==> config.mk <==
export PLATFORM = sky130hd
export DESIGN_NAME = lpstop_wake_ctrl
export DESIGN_NICKNAME = d
export VERILOG_FILES = /design/src/rtl/lpstop_wake_ctrl.sv
export SDC_FILE = /design/constraint.sdc
export NUM_CORES = 1
export LEC_CHECK = 0
export BUFFER_PORTS_ARGS = -buffer_cell sky130_fd_sc_hd__buf_2
export CORE_UTILIZATION = 40
export CTS_CLUSTER_DIAMETER = 30
export DETAILED_ROUTE_END_ITERATION = 8
export GPL_TIMING_DRIVEN = 0
export HOLD_SLACK_MARGIN = 0.12
export PLACE_DENSITY = 0.77
export SETUP_SLACK_MARGIN = 0.05
export SYNTH_ARGS = -nofsm -noshare
export SYNTH_HDL_FRONTEND = slang
export SYNTH_SLANG_ARGS = --single-unit
==> constraint.sdc <==
create_clock -name clk_ref -period 2.6 [get_ports clk_ref]
set_input_delay 0.78 -clock clk_ref [delete_from_list [all_inputs] [get_ports clk_ref]]
set_output_delay 0.78 -clock clk_ref [all_outputs]
set_load 0.02 [all_outputs]
==> src/rtl/lpstop_wake_ctrl.sv <==
module lpstop_wake_ctrl #(
  parameter int N_MOD      = 8,
  parameter int N_PAD      = 8,
  parameter int N_STRB     = 4,
  parameter int LVL_W      = 3,
  parameter int CNT_W      = 8,
  parameter int RELOCK_DEF = 16
) (
  input  logic              clk_ref,
  input  logic              rst_n,
  input  logic              stop_req,
  input  logic [LVL_W-1:0]  stop_mask,
  input  logic [LVL_W-1:0]  irq_level,
  input  logic              trace_req,
  input  logic              keep_int,
  input  logic              keep_ext,
  input  logic              ext_clk_mode,
  input  logic              ext_src_ok,
  input  logic [CNT_W-1:0]  relock_len,
  input  logic              lock_ok,
  input  logic              mod_stop_we,
  input  logic [N_MOD-1:0]  mod_stop_wd,
  input  logic [N_PAD-1:0]  pad_dir,
  input  logic [N_PAD-1:0]  pad_out_i,
  input  logic [N_STRB-1:0] bus_strb_i,
  output logic [1:0]        mode_o,
  output logic [LVL_W-1:0]  held_mask,
  output logic [N_MOD-1:0]  mod_stop_q,
  output logic              cpu_clk,
  output logic              int_clk,
  output logic              ext_clk,
  output logic [N_MOD-1:0]  mod_clk,
  output logic              pll_en,
  output logic [N_PAD-1:0]  pad_oe,
  output logic [N_PAD-1:0]  pad_o,
  output logic [N_STRB-1:0] bus_strb_o
);

  localparam logic [LVL_W-1:0] TOP_LVL  = {LVL_W{1'b1}};
  localparam logic [CNT_W-1:0] DEF_LEN  = CNT_W'(RELOCK_DEF);
  localparam logic [CNT_W-1:0] ONE      = CNT_W'(1);

  typedef enum logic [1:0] {S_RUN = 2'd0, S_STOP = 2'd1, S_RELOCK = 2'd2} mode_t;

  mode_t            state;
  logic [CNT_W-1:0] cnt_q;
  logic [N_PAD-1:0] hold_dir, hold_val;
  logic             en_cpu, en_int, en_ext;
  logic [N_MOD-1:0] en_mod;

  wire running  = (state == S_RUN);
  wire stopped  = (state == S_STOP);
  wire pll_down = !keep_int && !keep_ext;
  wire src_lost = ext_clk_mode && !ext_src_ok;
  wire wake     = trace_req || (irq_level > held_mask) || (irq_level == TOP_LVL);
  wire [CNT_W-1:0] eff_len = (relock_len == '0) ? DEF_LEN : relock_len;

  always_ff @(posedge clk_ref or negedge rst_n) begin
    if (!rst_n) begin
      state     <= S_RUN;
      held_mask <= '0;
      cnt_q     <= '0;
      hold_dir  <= '0;
      hold_val  <= '0;
    end else begin
      unique case (state)
        S_RUN: if (stop_req) begin
          state     <= S_STOP;
          held_mask <= stop_mask;
          hold_dir  <= pad_dir;
          hold_val  <= pad_out_i;
        end
        S_STOP: if (wake) begin
          if (pll_down) begin
            state <= S_RELOCK;
            cnt_q <= eff_len;
          end else begin
            state <= S_RUN;
          end
        end
        S_RELOCK: begin
          if (lock_ok || cnt_q == ONE) state <= S_RUN;
          else                         cnt_q <= cnt_q - ONE;
        end
        default: state <= S_RUN;
      endcase
    end
  end

  always_ff @(posedge clk_ref or negedge rst_n) begin
    if (!rst_n)           mod_stop_q <= '0;
    else if (mod_stop_we) mod_stop_q <= mod_stop_wd;
  end

  always_ff @(negedge clk_ref or negedge rst_n) begin
    if (!rst_n) begin
      en_cpu <= 1'b0;
      en_int <= 1'b0;
      en_ext <= 1'b0;
      en_mod <= '0;
    end else begin
      en_cpu <= running;
      en_int <= running || (stopped && keep_int && !src_lost);
      en_ext <= running || (stopped && keep_ext);
      en_mod <= running ? ~mod_stop_q : '0;
    end
  end

  assign cpu_clk = clk_ref & en_cpu;
  assign int_clk = clk_ref & en_int;
  assign ext_clk = clk_ref & en_ext;

  for (genvar i = 0; i < N_MOD; i++) begin : g_mod
    assign mod_clk[i] = clk_ref & en_mod[i];
  end

  assign mode_o     = state;
  assign pll_en     = !(stopped && pll_down);
  assign pad_oe     = running ? pad_dir   : hold_dir;
  assign pad_o      = running ? pad_out_i : hold_val;
  assign bus_strb_o = running ? bus_strb_i : '0;

endmodule

* Yosys cells after proc, flatten, opt, wreduce, memory -nomap -nowiden
Cells that the tools add are included.
** Storage, ports and cells
- Register bits :: 48
- Input port bits :: 52
- Output and inout bits :: 45
** Operators by class
- Add/sub/neg operators :: 1
- $lt $le $gt $ge :: 1
- Equal/unequal tests :: 9
- Muxes and demuxes :: 14
- Bitwise logic cells :: 12
- Reductions and logical operators :: 22
** Operators by type and width (count)
- 2-to-1 mux 8 bit :: 7
- case mux 8 bit (2 select lines) :: 1
- AND 1 bit :: 11
- equality test 8 x 1 -> 1 bit, second input constant :: 1
- logical NOT 8 bit :: 1
- 2-to-1 mux 2 bit :: 4
- inverter 8 bit :: 1
- subtractor 8 x 1 -> 8 bit, second input constant :: 1
- logical AND 1 bit :: 6
- != test 2 bit, second input constant :: 3
- case mux 2 bit (3 select lines) :: 1
- logical NOT 1 bit :: 5
- logical OR 1 bit :: 5
- 2-to-1 mux 4 bit :: 1
- != test 2 x 1 -> 1 bit, second input constant :: 2
- AND reduction 4 bit :: 1
- equality test 3 bit, second input constant :: 1
- greater-than comparator 3 bit :: 1
- AND reduction 3 bit :: 1
- equality test 2 x 1 -> 1 bit, second input constant :: 1
- equality test 2 bit, second input constant :: 1
- logical NOT 2 bit :: 1
- AND reduction 2 bit :: 1
- nonzero test 2 bit :: 1

* Longest topological paths before layout
- Depth after elaboration :: 5
- Mapped depth :: 9
- Mapped depth without buffers :: 7

==> key figures <==
Run status
  • Status: finished with violations
  • Failing checks: negative setup slack

Die
  • Die height: 78.9 µm
  • Core box area: 0.00561 mm²
  • # rows: 27
  • DIE WIDTH: 78.9 µm
  • Initial Utilization: 42.2%
  • Io pins: 97
  • Die ar.: 0.00622 mm²

Logic synthesis
  • Yosys reg bits: 48
  • Synth area leader: dfrtp_1
  • Share of the synthesized area in the top cell type: 39.2%
  • Sequential-to-total area share from yosys stat: 50.8%
  • Synth Area in Simple Gates: 22.0%
  • Combinational family with the most area after synthesis: simple AND/OR/NAND/NOR gates
  • Synth area leaders: dfrtp_1 (39%), mux2_2 (12%), dfrtn_1 (12%), nand2_1 (10%), and2_1 (4.2%)
  • EDFF count, synth: 0
  • Top-count cell post-synth: nand2_1
  • Synth top cells by count: nand2_1 (64), dfrtp_1 (37), mux2_2 (25), and2_1 (16), nor2_1 (12)
  • Post-synth ARST share: 100%
  • Post-Syn Area: 0.00236 mm²
  • Compound-Gate Fraction of Synth Area: 8.04%
  • Synth Area in XOR/XNOR: 0%
  • Yosys warning total: 0
  • Most used DFF post-synth: dfrtp_1
  • Mapped Cells: 244
  • Unique cell type count in the Yosys netlist: 36
  • Mux cell area share after synthesis: 11.9%
  • Syn_nets: 301
  • Avg Inst Size Synth: 9.69 µm²
  • Post-Synth Adder-Cell Area: 2.65%

Clock tree
  • Hold-fix buffers, CTS: 0
  • CTS tree: built
  • CTS clk-pin slew, worst paths: 90 ps
  • Worst-skew pair later-pin latency: 420 ps

GRT
  • Largest net degree at the start of global routing: 49
  • Global routing usage on met3: 6.78%
  • First-pass GRT wire length: 9290 µm
  • M2 GR Usage: 33.9%
  • Grt total ovfl: 0
  • GRT busiest layer: met2
  • Antenna violations before repair: 0
  • Number of global-route vias before repair: 2276
  • GRT Total Usage: 20.0%
  • M1 GR Usage: 20.1%

Route
  • First-pass DRT Iterations: 4
  • Routed Antenna Nets: 0
  • WL/cell: 13.3 µm
  • Drt total wl: 5650 µm
  • Residual DRC: 0
  • DR vias: 2130
  • Detailed Route Iter0 Violations: 57
  • Avg Vias per Cell: 5.00

Power
  • LEAKAGE: 1.64 nW
  • Peak VDD IR: 0.616 mV
  • Pwr dens: 1260 mW/mm²

Timing
  • # setup viols final: 22
  • Rel. slew slack: 56.4%
  • Fin. Hold Viols: 0
  • Setup Skew: 23.3 ps
  • Unrepaired setup endpoints after global routing: true
  • Slew Limit Fails: 0
  • Final setup margin: -535 ps
  • Worst-margin pin slew: 654 ps
  • Setup TNS: -5670 ps

Layout
  • Share of layout cells above drive strength 1: 45.2%
  • Final nets: 409
  • Filler cells: 531
  • Diode count: 0
  • Final cell count without fillers: 426
  • Final Core Density: 57.7%
  • Area growth syn-to-layout: 36.8%
  • Post-route cell area: 0.00324 mm²

Place
  • Dpl cell area: 0.00296 mm²
  • Placed insts: 411
  • RD Place Congestion: 0.858
  • Post-DP HPWL: 4100 µm
  • Buffers added on ports: 95

Critical path
  • CP Cell Sequence: and2_4 > buf_6
  • Crit path max fanout: 1
  • CP arrival: 2360 ps
  • CP Data Required Time: 1820 ps
  • Critical path buffers and inverters: 1
  • Crit. End Element: primary output
  • Slowest cell on crit path: dfrtn_1
  • CP Launch Type: register
  • Family with the most delay on the worst path: flip-flops
  • Worst setup path category: register to primary output
  • Max stage delay on crit path: 400 ps

Worst hold path
  • Worst hold path class: primary input to async pin

Job
  • Max-cap violation count: 0
==> stage by stage <==
stage	total power [mW]	setup WS, ps	hold WS, ps
after floorplan	2.61	-8.18	480
after global placement	3.11	-336	489
after detailed placement	3.17	-357	496
after CTS	4.14	-540	518
after global routing	4.39	-591	474
final	4.07	-535	432
==> power by group <==
| group | internal, mW | switching [mW] |
|---|---|---|
| registers | 1.05 | 0.178 |
| logic | 0.649 | 0.905 |
| clock network | 0.735 | 0.556 |
| total | 2.44 | 1.64 |
==> registers in the layout, summed over array words and instances, names as in the netlist <==
| register | cells |
|---|---|
| en_cpu | 1 |
| mode_o | 2 |
| mod_stop_q | 8 |
| hold_val | 8 |
| held_mask | 3 |
| hold_dir | 8 |
| en_mod | 8 |
| cnt_q | 8 |
| en_ext | 1 |
| en_int | 1 |
==> what timing repair did <==
action,in CTS,in global routing
pin swaps,10,0
buffers inserted,2,0
endpoints found under the setup margin,49,38
gates resized for setup,30,2
==> cell type report <==
cell class | instances | area [µm²] | share of cell area (%)
sequential | 48 | 1200 | 37.2
multi-input combinational | 173 | 1080 | 33.5
timing repair buffer | 86 | 438 | 13.5
inverter | 10 | 37.5 | 1.16
buffer | 11 | 80.1 | 2.47
clock buffer | 25 | 297 | 9.16
tap | 72 | 90.1 | 2.78
clock inverter | 1 | 7.51 | 0.232
==> layer usage <==
metal  vias up  part of all wire [%]
met4         0                   2.5
li1       1033                     -
met3        14                   4.3
met2        67                    52
met1      1016                    42
met5         -                     0
==> placed cells by master (no fill, tap or decap), types with 2 or more instances in the layout <==
| cell type | count |
|---|---|
| clkbuf_8 | 13 |
| buf_4 | 5 |
| nor3_1 | 2 |
| clkbuf_2 | 2 |
| o21ai_0 | 5 |
| nor4_1 | 2 |
| nor2_1 | 12 |
| a31oi_1 | 6 |
| or3_1 | 3 |
| inv_1 | 9 |
| buf_2 | 83 |
| o22ai_1 | 3 |
| and2_1 | 5 |
| mux2_2 | 25 |
| a21oi_1 | 7 |
| ha_1 | 5 |
| dfrtn_1 | 11 |
| nand2b_1 | 4 |
| clkbuf_1 | 5 |
| nand2_1 | 64 |
| a211o_1 | 2 |
| nand3_1 | 3 |
| and2_4 | 12 |
| buf_6 | 13 |
| dfrtp_1 | 36 |
==> cells by family after synthesis <==
group | after synthesis
and+or+nand+nor | 113
adders and majority gates | 5
DFF | 48
muxes | 25
buffers and inverters | 23
AOI/OAI and AO/OA | 30
==> final timing paths <==
kind	startpoint	endpoint	slack [ps]	cells after the start
min in group clk_ref	hold_dir[1]	hold_dir[1]	510	1
min reg2reg	hold_dir[1]	hold_dir[1]	510	1
max reg2reg	mode_o[1]	en_mod[3]	310	3
max in group asynchronous	rst_n	en_mod[0]	540	1
min	rst_n	hold_dir[2]	430	1
max	en_int	int_clk	-540	2
Power figures use the tool's default switching activity.
